===== src/rtl/sbc_pkg.sv =====
package sbc_pkg;
    parameter int SBC_WORD_W = 16;
    parameter int SBC_PTR_W  = 2;
    parameter int SBC_SLOT_W = 4;
    localparam int SBC_NBUF  = 1 << SBC_PTR_W;

    typedef logic [SBC_WORD_W-1:0] word_t;
    typedef logic [SBC_PTR_W-1:0]  ptr_t;
    typedef logic [SBC_SLOT_W-1:0] slot_t;

    typedef struct packed {
        ptr_t  ptr;
        slot_t slot;
        logic  irq;
        logic  flag;
    } ctl_state_t;

    typedef struct packed {
        word_t [SBC_NBUF-1:0] rx_shd;
        word_t [SBC_NBUF-1:0] rx_buf;
        word_t [SBC_NBUF-1:0] tx_shd;
        word_t [SBC_NBUF-1:0] tx_buf;
    } reg_state_t;
endpackage


===== src/rtl/sbc_addr_ctl.sv =====
module sbc_addr_ctl
    import sbc_pkg::*;
(
    input  logic clk,
    input  logic rst_n,
    input  logic frame_start,
    input  logic slot_end,
    input  logic tx_en,
    input  logic rx_en,
    input  logic irq_clr,
    input  ptr_t buf_len,
    output ptr_t ptr_o,
    output logic swap_o,
    output slot_t slot_o,
    output logic irq_o,
    output logic flag_o
);
    ctl_state_t st_d, st_q;
    logic       active;

    always_comb begin
        st_d   = st_q;
        active = slot_end && (tx_en || rx_en);
        swap_o = active && (st_q.ptr == buf_len);
        if (swap_o) begin
            st_d.ptr = '0;
        end else if (active) begin
            st_d.ptr = st_q.ptr + ptr_t'(1);
        end
        if (frame_start) begin
            st_d.slot = '0;
        end else if (slot_end) begin
            st_d.slot = st_q.slot + slot_t'(1);
        end
        st_d.irq = swap_o;
        if (swap_o) begin
            st_d.flag = 1'b1;
        end else if (irq_clr) begin
            st_d.flag = 1'b0;
        end
    end

    always_ff @(posedge clk) begin
        if (!rst_n) st_q <= '0;
        else        st_q <= st_d;
    end

    assign ptr_o  = st_q.ptr;
    assign slot_o = st_q.slot;
    assign irq_o  = st_q.irq;
    assign flag_o = st_q.flag;


    ptr_hold_chk: assert property (@(posedge clk) disable iff (!rst_n)
        !(slot_end && (tx_en || rx_en)) |=> $stable(ptr_o));

    ptr_wrap_chk: assert property (@(posedge clk) disable iff (!rst_n)
        (slot_end && (tx_en || rx_en) && ptr_o == buf_len) |=> (ptr_o == '0));

    irq_pulse_chk: assert property (@(posedge clk) disable iff (!rst_n)
        swap_o |=> irq_o);

    flag_set_chk: assert property (@(posedge clk) disable iff (!rst_n)
        swap_o |=> flag_o);

    flag_clr_chk: assert property (@(posedge clk) disable iff (!rst_n)
        (irq_clr && !swap_o) |=> !flag_o);

    slot_zero_chk: assert property (@(posedge clk) disable iff (!rst_n)
        frame_start |=> (slot_o == '0));

    slot_step_chk: assert property (@(posedge clk) disable iff (!rst_n)
        (slot_end && !frame_start) |=> (slot_o == slot_t'($past(slot_o) + 1'b1)));
endmodule


===== src/rtl/sbc_regs.sv =====
module sbc_regs
    import sbc_pkg::*;
(
    input  logic  clk,
    input  logic  rst_n,
    input  ptr_t  ptr,
    input  logic  rx_wr,
    input  word_t rx_word,
    input  logic  swap,
    input  logic  cpu_we,
    input  ptr_t  cpu_waddr,
    input  word_t cpu_wdata,
    input  ptr_t  cpu_raddr,
    output word_t cpu_rdata,
    output word_t tx_word
);
    reg_state_t st_d, st_q;

    always_comb begin
        st_d = st_q;
        if (cpu_we) st_d.tx_buf[cpu_waddr] = cpu_wdata;
        if (rx_wr)  st_d.rx_shd[ptr]       = rx_word;
        if (swap) begin
            st_d.rx_buf = st_d.rx_shd;
            st_d.tx_shd = st_d.tx_buf;
        end
    end

    always_ff @(posedge clk) begin
        if (!rst_n) st_q <= '0;
        else        st_q <= st_d;
    end

    assign cpu_rdata = st_q.rx_buf[cpu_raddr];
    assign tx_word   = st_q.tx_shd[ptr];


    rx_buf_hold_chk: assert property (@(posedge clk) disable iff (!rst_n)
        !swap |=> $stable(st_q.rx_buf));

    tx_shd_hold_chk: assert property (@(posedge clk) disable iff (!rst_n)
        !swap |=> $stable(st_q.tx_shd));

    rx_shd_hold_chk: assert property (@(posedge clk) disable iff (!rst_n)
        !rx_wr |=> $stable(st_q.rx_shd));
endmodule


===== src/rtl/slot_buf_ctrl.sv =====
module slot_buf_ctrl
    import sbc_pkg::*;
(
    input  logic        clk,
    input  logic        rst_n,
    input  logic        frame_start,
    input  logic        slot_end,
    input  logic        slot_tx_en,
    input  logic        slot_rx_en,
    input  logic [15:0] rx_word,
    output logic [15:0] tx_word,
    output logic [1:0]  buf_ptr,
    output logic [3:0]  cur_slot,
    input  logic [1:0]  buf_len,
    input  logic        cpu_we,
    input  logic [1:0]  cpu_waddr,
    input  logic [15:0] cpu_wdata,
    input  logic [1:0]  cpu_raddr,
    output logic [15:0] cpu_rdata,
    input  logic        irq_clr,
    output logic        irq,
    output logic        irq_flag
);
    logic swap;

    sbc_addr_ctl u_ctl (
        .clk         (clk),
        .rst_n       (rst_n),
        .frame_start (frame_start),
        .slot_end    (slot_end),
        .tx_en       (slot_tx_en),
        .rx_en       (slot_rx_en),
        .irq_clr     (irq_clr),
        .buf_len     (buf_len),
        .ptr_o       (buf_ptr),
        .swap_o      (swap),
        .slot_o      (cur_slot),
        .irq_o       (irq),
        .flag_o      (irq_flag)
    );

    sbc_regs u_regs (
        .clk       (clk),
        .rst_n     (rst_n),
        .ptr       (buf_ptr),
        .rx_wr     (slot_end && slot_rx_en),
        .rx_word   (rx_word),
        .swap      (swap),
        .cpu_we    (cpu_we),
        .cpu_waddr (cpu_waddr),
        .cpu_wdata (cpu_wdata),
        .cpu_raddr (cpu_raddr),
        .cpu_rdata (cpu_rdata),
        .tx_word   (tx_word)
    );
endmodule


===== config.mk =====
export PLATFORM = sky130hd
export DESIGN_NAME = slot_buf_ctrl
export DESIGN_NICKNAME = d
export VERILOG_FILES = /design/src/rtl/sbc_pkg.sv /design/src/rtl/sbc_addr_ctl.sv /design/src/rtl/sbc_regs.sv /design/src/rtl/slot_buf_ctrl.sv
export SDC_FILE = /design/constraint.sdc
export NUM_CORES = 1
export LEC_CHECK = 0
export ABC_AREA = 1
export ABC_CLOCK_PERIOD_IN_PS = 4400
export BUFFER_PORTS_ARGS = -buffer_cell sky130_fd_sc_hd__buf_2
export CORE_UTILIZATION = 40
export DETAILED_ROUTE_END_ITERATION = 16
export PLACE_DENSITY = 0.56
export SLEW_MARGIN = 10
export SYNTH_ARGS = -nofsm -noshare
export SYNTH_HDL_FRONTEND = slang
export SYNTH_SLANG_ARGS = --single-unit

===== constraint.sdc =====
create_clock -name clk -period 4.4 [get_ports clk]
set_clock_uncertainty 0.1 [all_clocks]
set_input_delay 0.22 -clock clk [delete_from_list [all_inputs] [get_ports clk]]
set_output_delay 0.22 -clock clk [all_outputs]
set_load 0.02 [all_outputs]

==> metrics.md <==
| Metric | Value |
|---|---|
| RSZ-0062 raised after global routing | false |
| Top-area cell type share of the netlist area | 48.3% |
| Final Wtd Congestion | 0.764 |
| Syn_nets | 1507 |
| Largest cells by area after synthesis | dfxtp_1, nand3_1, nand2_1, o21ai_0, and2_1 |
| Status | finished clean |
| 1st-pass router iterations | 7 |
| Drt via density | 5.25 |
| Pin count of the biggest net entering global routing | 258 |
| Fin. max-slew vios | 0 |
| Fraction of registers with async set/reset | 0% |
| Multi-input logic area | 4870 um^2 |
| Die Y | 167 um |
| Post_cts resized | 0 |
| Drt total wl | 29.7 mm |
| Initial DRC Count | 730 |
| GRT Util Overall | 21.1% |
| IO Port Bufs | 85 |
| Fillers | 2756 |
| Gr ovfl total | 0 |
| Die area | 28000 um^2 |
| Number of global-route vias before repair | 8949 |
| Leading cell types by count after synthesis | nand2_1, nand3_1, dfxtp_1, o21ai_0, and2_1 |
| Global-route wire length before repair | 47.8 mm |
| Total Power | 5.30 mW |
| Worst-path clk slew | 60 ps |
| Post-route worst setup slack | 1550 ps |
| Register Area | 5290 um^2 |
| CTS root buf | clkbuf_16 |
| Clock latency on the worst-skew pair | 540 ps |
| Sw Ratio | 25.6% |
| LEAKAGE | 5.66 nW |
| Via count | 9676 |
| Starting Density | 40.7% |
| HPWL after DPL | 16.9 mm |
| Place WS | 1560 ps |
| Syn-to-layout area delta | 13.3% |
| Final std cell area, no fill | 12400 um^2 |
| Core Area | 26900 um^2 |
| Final hold violations | 0 |
| Period utilization | 64.9% |
| Yosys top cell by area | dfxtp_1 |
| CP Data Arrival Time | 3220 ps |
| Synthesized area per cell | 7.52 um^2 |
| Netlist cell types | 25 |
| Post-Syn Instances | 1456 |
| Critical path fanouts, max | 71 |
| Worst vdd ir | 0.281 mV |
| Setup_tns | 0 ps |
| TritonCTS clock tree | done |
| EDFF count, synth | 0 |
| Ys Warns | 0 |
| Initial antenna violation count | 0 |
| Shortest period the worst path allows | 2850 ps |
| Die W | 167 um |
| Internal Power | 3.95 mW |
| Layout cells sized above 1 | 9.72% |
| Required @ worst endpoint | 4770 ps |
| Rows | 60 |
| WS Path Type | flip-flop to flip-flop |
| DRC | 0 |
| Final setup fails | 0 |
| Max-slew headroom | 28.4% |
| Crit path capture type | flip-flop |
| Max_cap viols | 0 |
| Top Ports | 86 |
| Dpl cell area | 11300 um^2 |
| WL/cell | 16.1 um |
| DRT antenna net count | 0 |
| Sequential share of the synthesized area | 48.3% |
| Hold crit path type | primary input to flip-flop |
| Top FF cell, synth | dfxtp_1 |
| Worst-Margin Slew | 1070 ps |
| H-tree levels | 1 |
| Synthesized flop and latch total | 264 |
| Count leader, synth | nand2_1 |
| Dpl cells | 1775 |
| Combinational fraction of design power | 10.6% |
| TritonCTS Buffers | 29 |
| Clk sinks | 264 |
| Upper clock frequency limit | 350 MHz |
| Antenna Cells | 0 |
| Clock Path Buffers | 3 |
| Switching power | 1.36 mW |
| Power share of the sequential group | 46.4% |
| Non-Filler Instances | 1843 |
| Final #Nets | 1535 |
| Post-Syn Area | 10900 um^2 |
| Crit start category | flip-flop |
| Power per cell area | 428 nW/um^2 |
| Clock power frac | 43.1% |
[sequential cells by signal (all words and copies together) (netlist names)]
name / count
u_ctl.slot_o: 4
u_regs.st_q: 256
u_ctl.ptr_o: 2
u_ctl.flag_o: 1
u_ctl.irq_o: 1
[per-stage QoR]
stage / utilization (%) / hold slack (ps)
after floorplan: - / 283
after global placement: 42.1 / 355
after detailed placement: 42.1 / 359
after CTS: 46.2 / 36.1
after global routing: 46.2 / 59.8
final: 46.2 / 40.4
[logic make-up after synthesis]
group	after synthesis	share of synthesized area (%)
AOI/OAI and AO/OA	229	10.8
and+or+nand+nor	788	32.8
buffers and inverters	168	7.34
adders and majority gates	5	0.571
xor gates and xnor gates	2	0.160
DFF	264	48.3
[final timing paths]
check	end	cells after the start	startpoint	slack (ps)
hold / removal	u_regs.st_q[73]$_SDFFE_PN0P_	3	rst_n	40
setup / recovery	u_regs.st_q[158]$_SDFFE_PN0P_	8	u_ctl.ptr_o[0]$_SDFFE_PP0P_	1550
hold reg to reg	u_regs.st_q[165]$_SDFFE_PN0P_	2	u_regs.st_q[165]$_SDFFE_PN0P_	370
setup reg to reg	u_regs.st_q[158]$_SDFFE_PN0P_	8	u_ctl.ptr_o[0]$_SDFFE_PP0P_	1550
[cell usage in the layout (no fill, tap or decap), drive strengths merged]
master       instances
dfxtp              264
nand4               17
and2                80
nand3              297
buf                 97
clkbuf              46
nor2                73
xor2                 2
ha                   5
o21ai              146
a31oi                1
clkinv               5
nor3                 1
dlygate4sd3         19
o22ai               32
nand2              320
inv                 47
a21oi               50
[power by group through the flow]
stage | Combinational [mW] | Sequential [mW] | Clock [mW]
floorplan | 0.381 | 2.51 | 0
global route | 0.618 | 2.46 | 2.45
global placement | 0.548 | 2.51 | 0
finish | 0.561 | 2.46 | 2.28
CTS | 0.565 | 2.46 | 2.34
detailed placement | 0.550 | 2.51 | 0
[routing by layer]
layer | share of wire (%) | track usage [%] | up-vias
li1 | - | - | 4918
met1 | 47 | 28.2 | 4531
met2 | 48 | 36.3 | 186
met3 | 3.9 | 2.29 | 41
met4 | 1.9 | 4.91 | 0
met5 | 0 | 0 | -
[critical path, stage by stage, from the launching register on]
cell      delay (ps)
dfxtp_1          300
buf_4            350
clkinv_2         510
nand2_1          180
nand2_1          110
nand3_4          540
buf_12           390
nand3_1          120
nand2_1          120
[cell type report]
| class | instances | area share (%) |
|---|---|---|
| Multi-Input combinational cell | 1024 | 39.3 |
| Inverter | 49 | 1.49 |
| Tap cell | 341 | 3.44 |
| Sequential cell | 264 | 42.6 |
| Timing Repair Buffer | 116 | 5.97 |
| Clock inverter | 3 | 0.121 |
| Clock buffer | 46 | 7.09 |
[repair_timing]
| item | CTS | global route |
|---|---|---|
| endpoints found under the hold margin | 53 | 0 |
| hold buffers | 19 | 0 |
| setup buffers | 0 | 0 |
No activity file was read; power rests on OpenSTA's default activity.
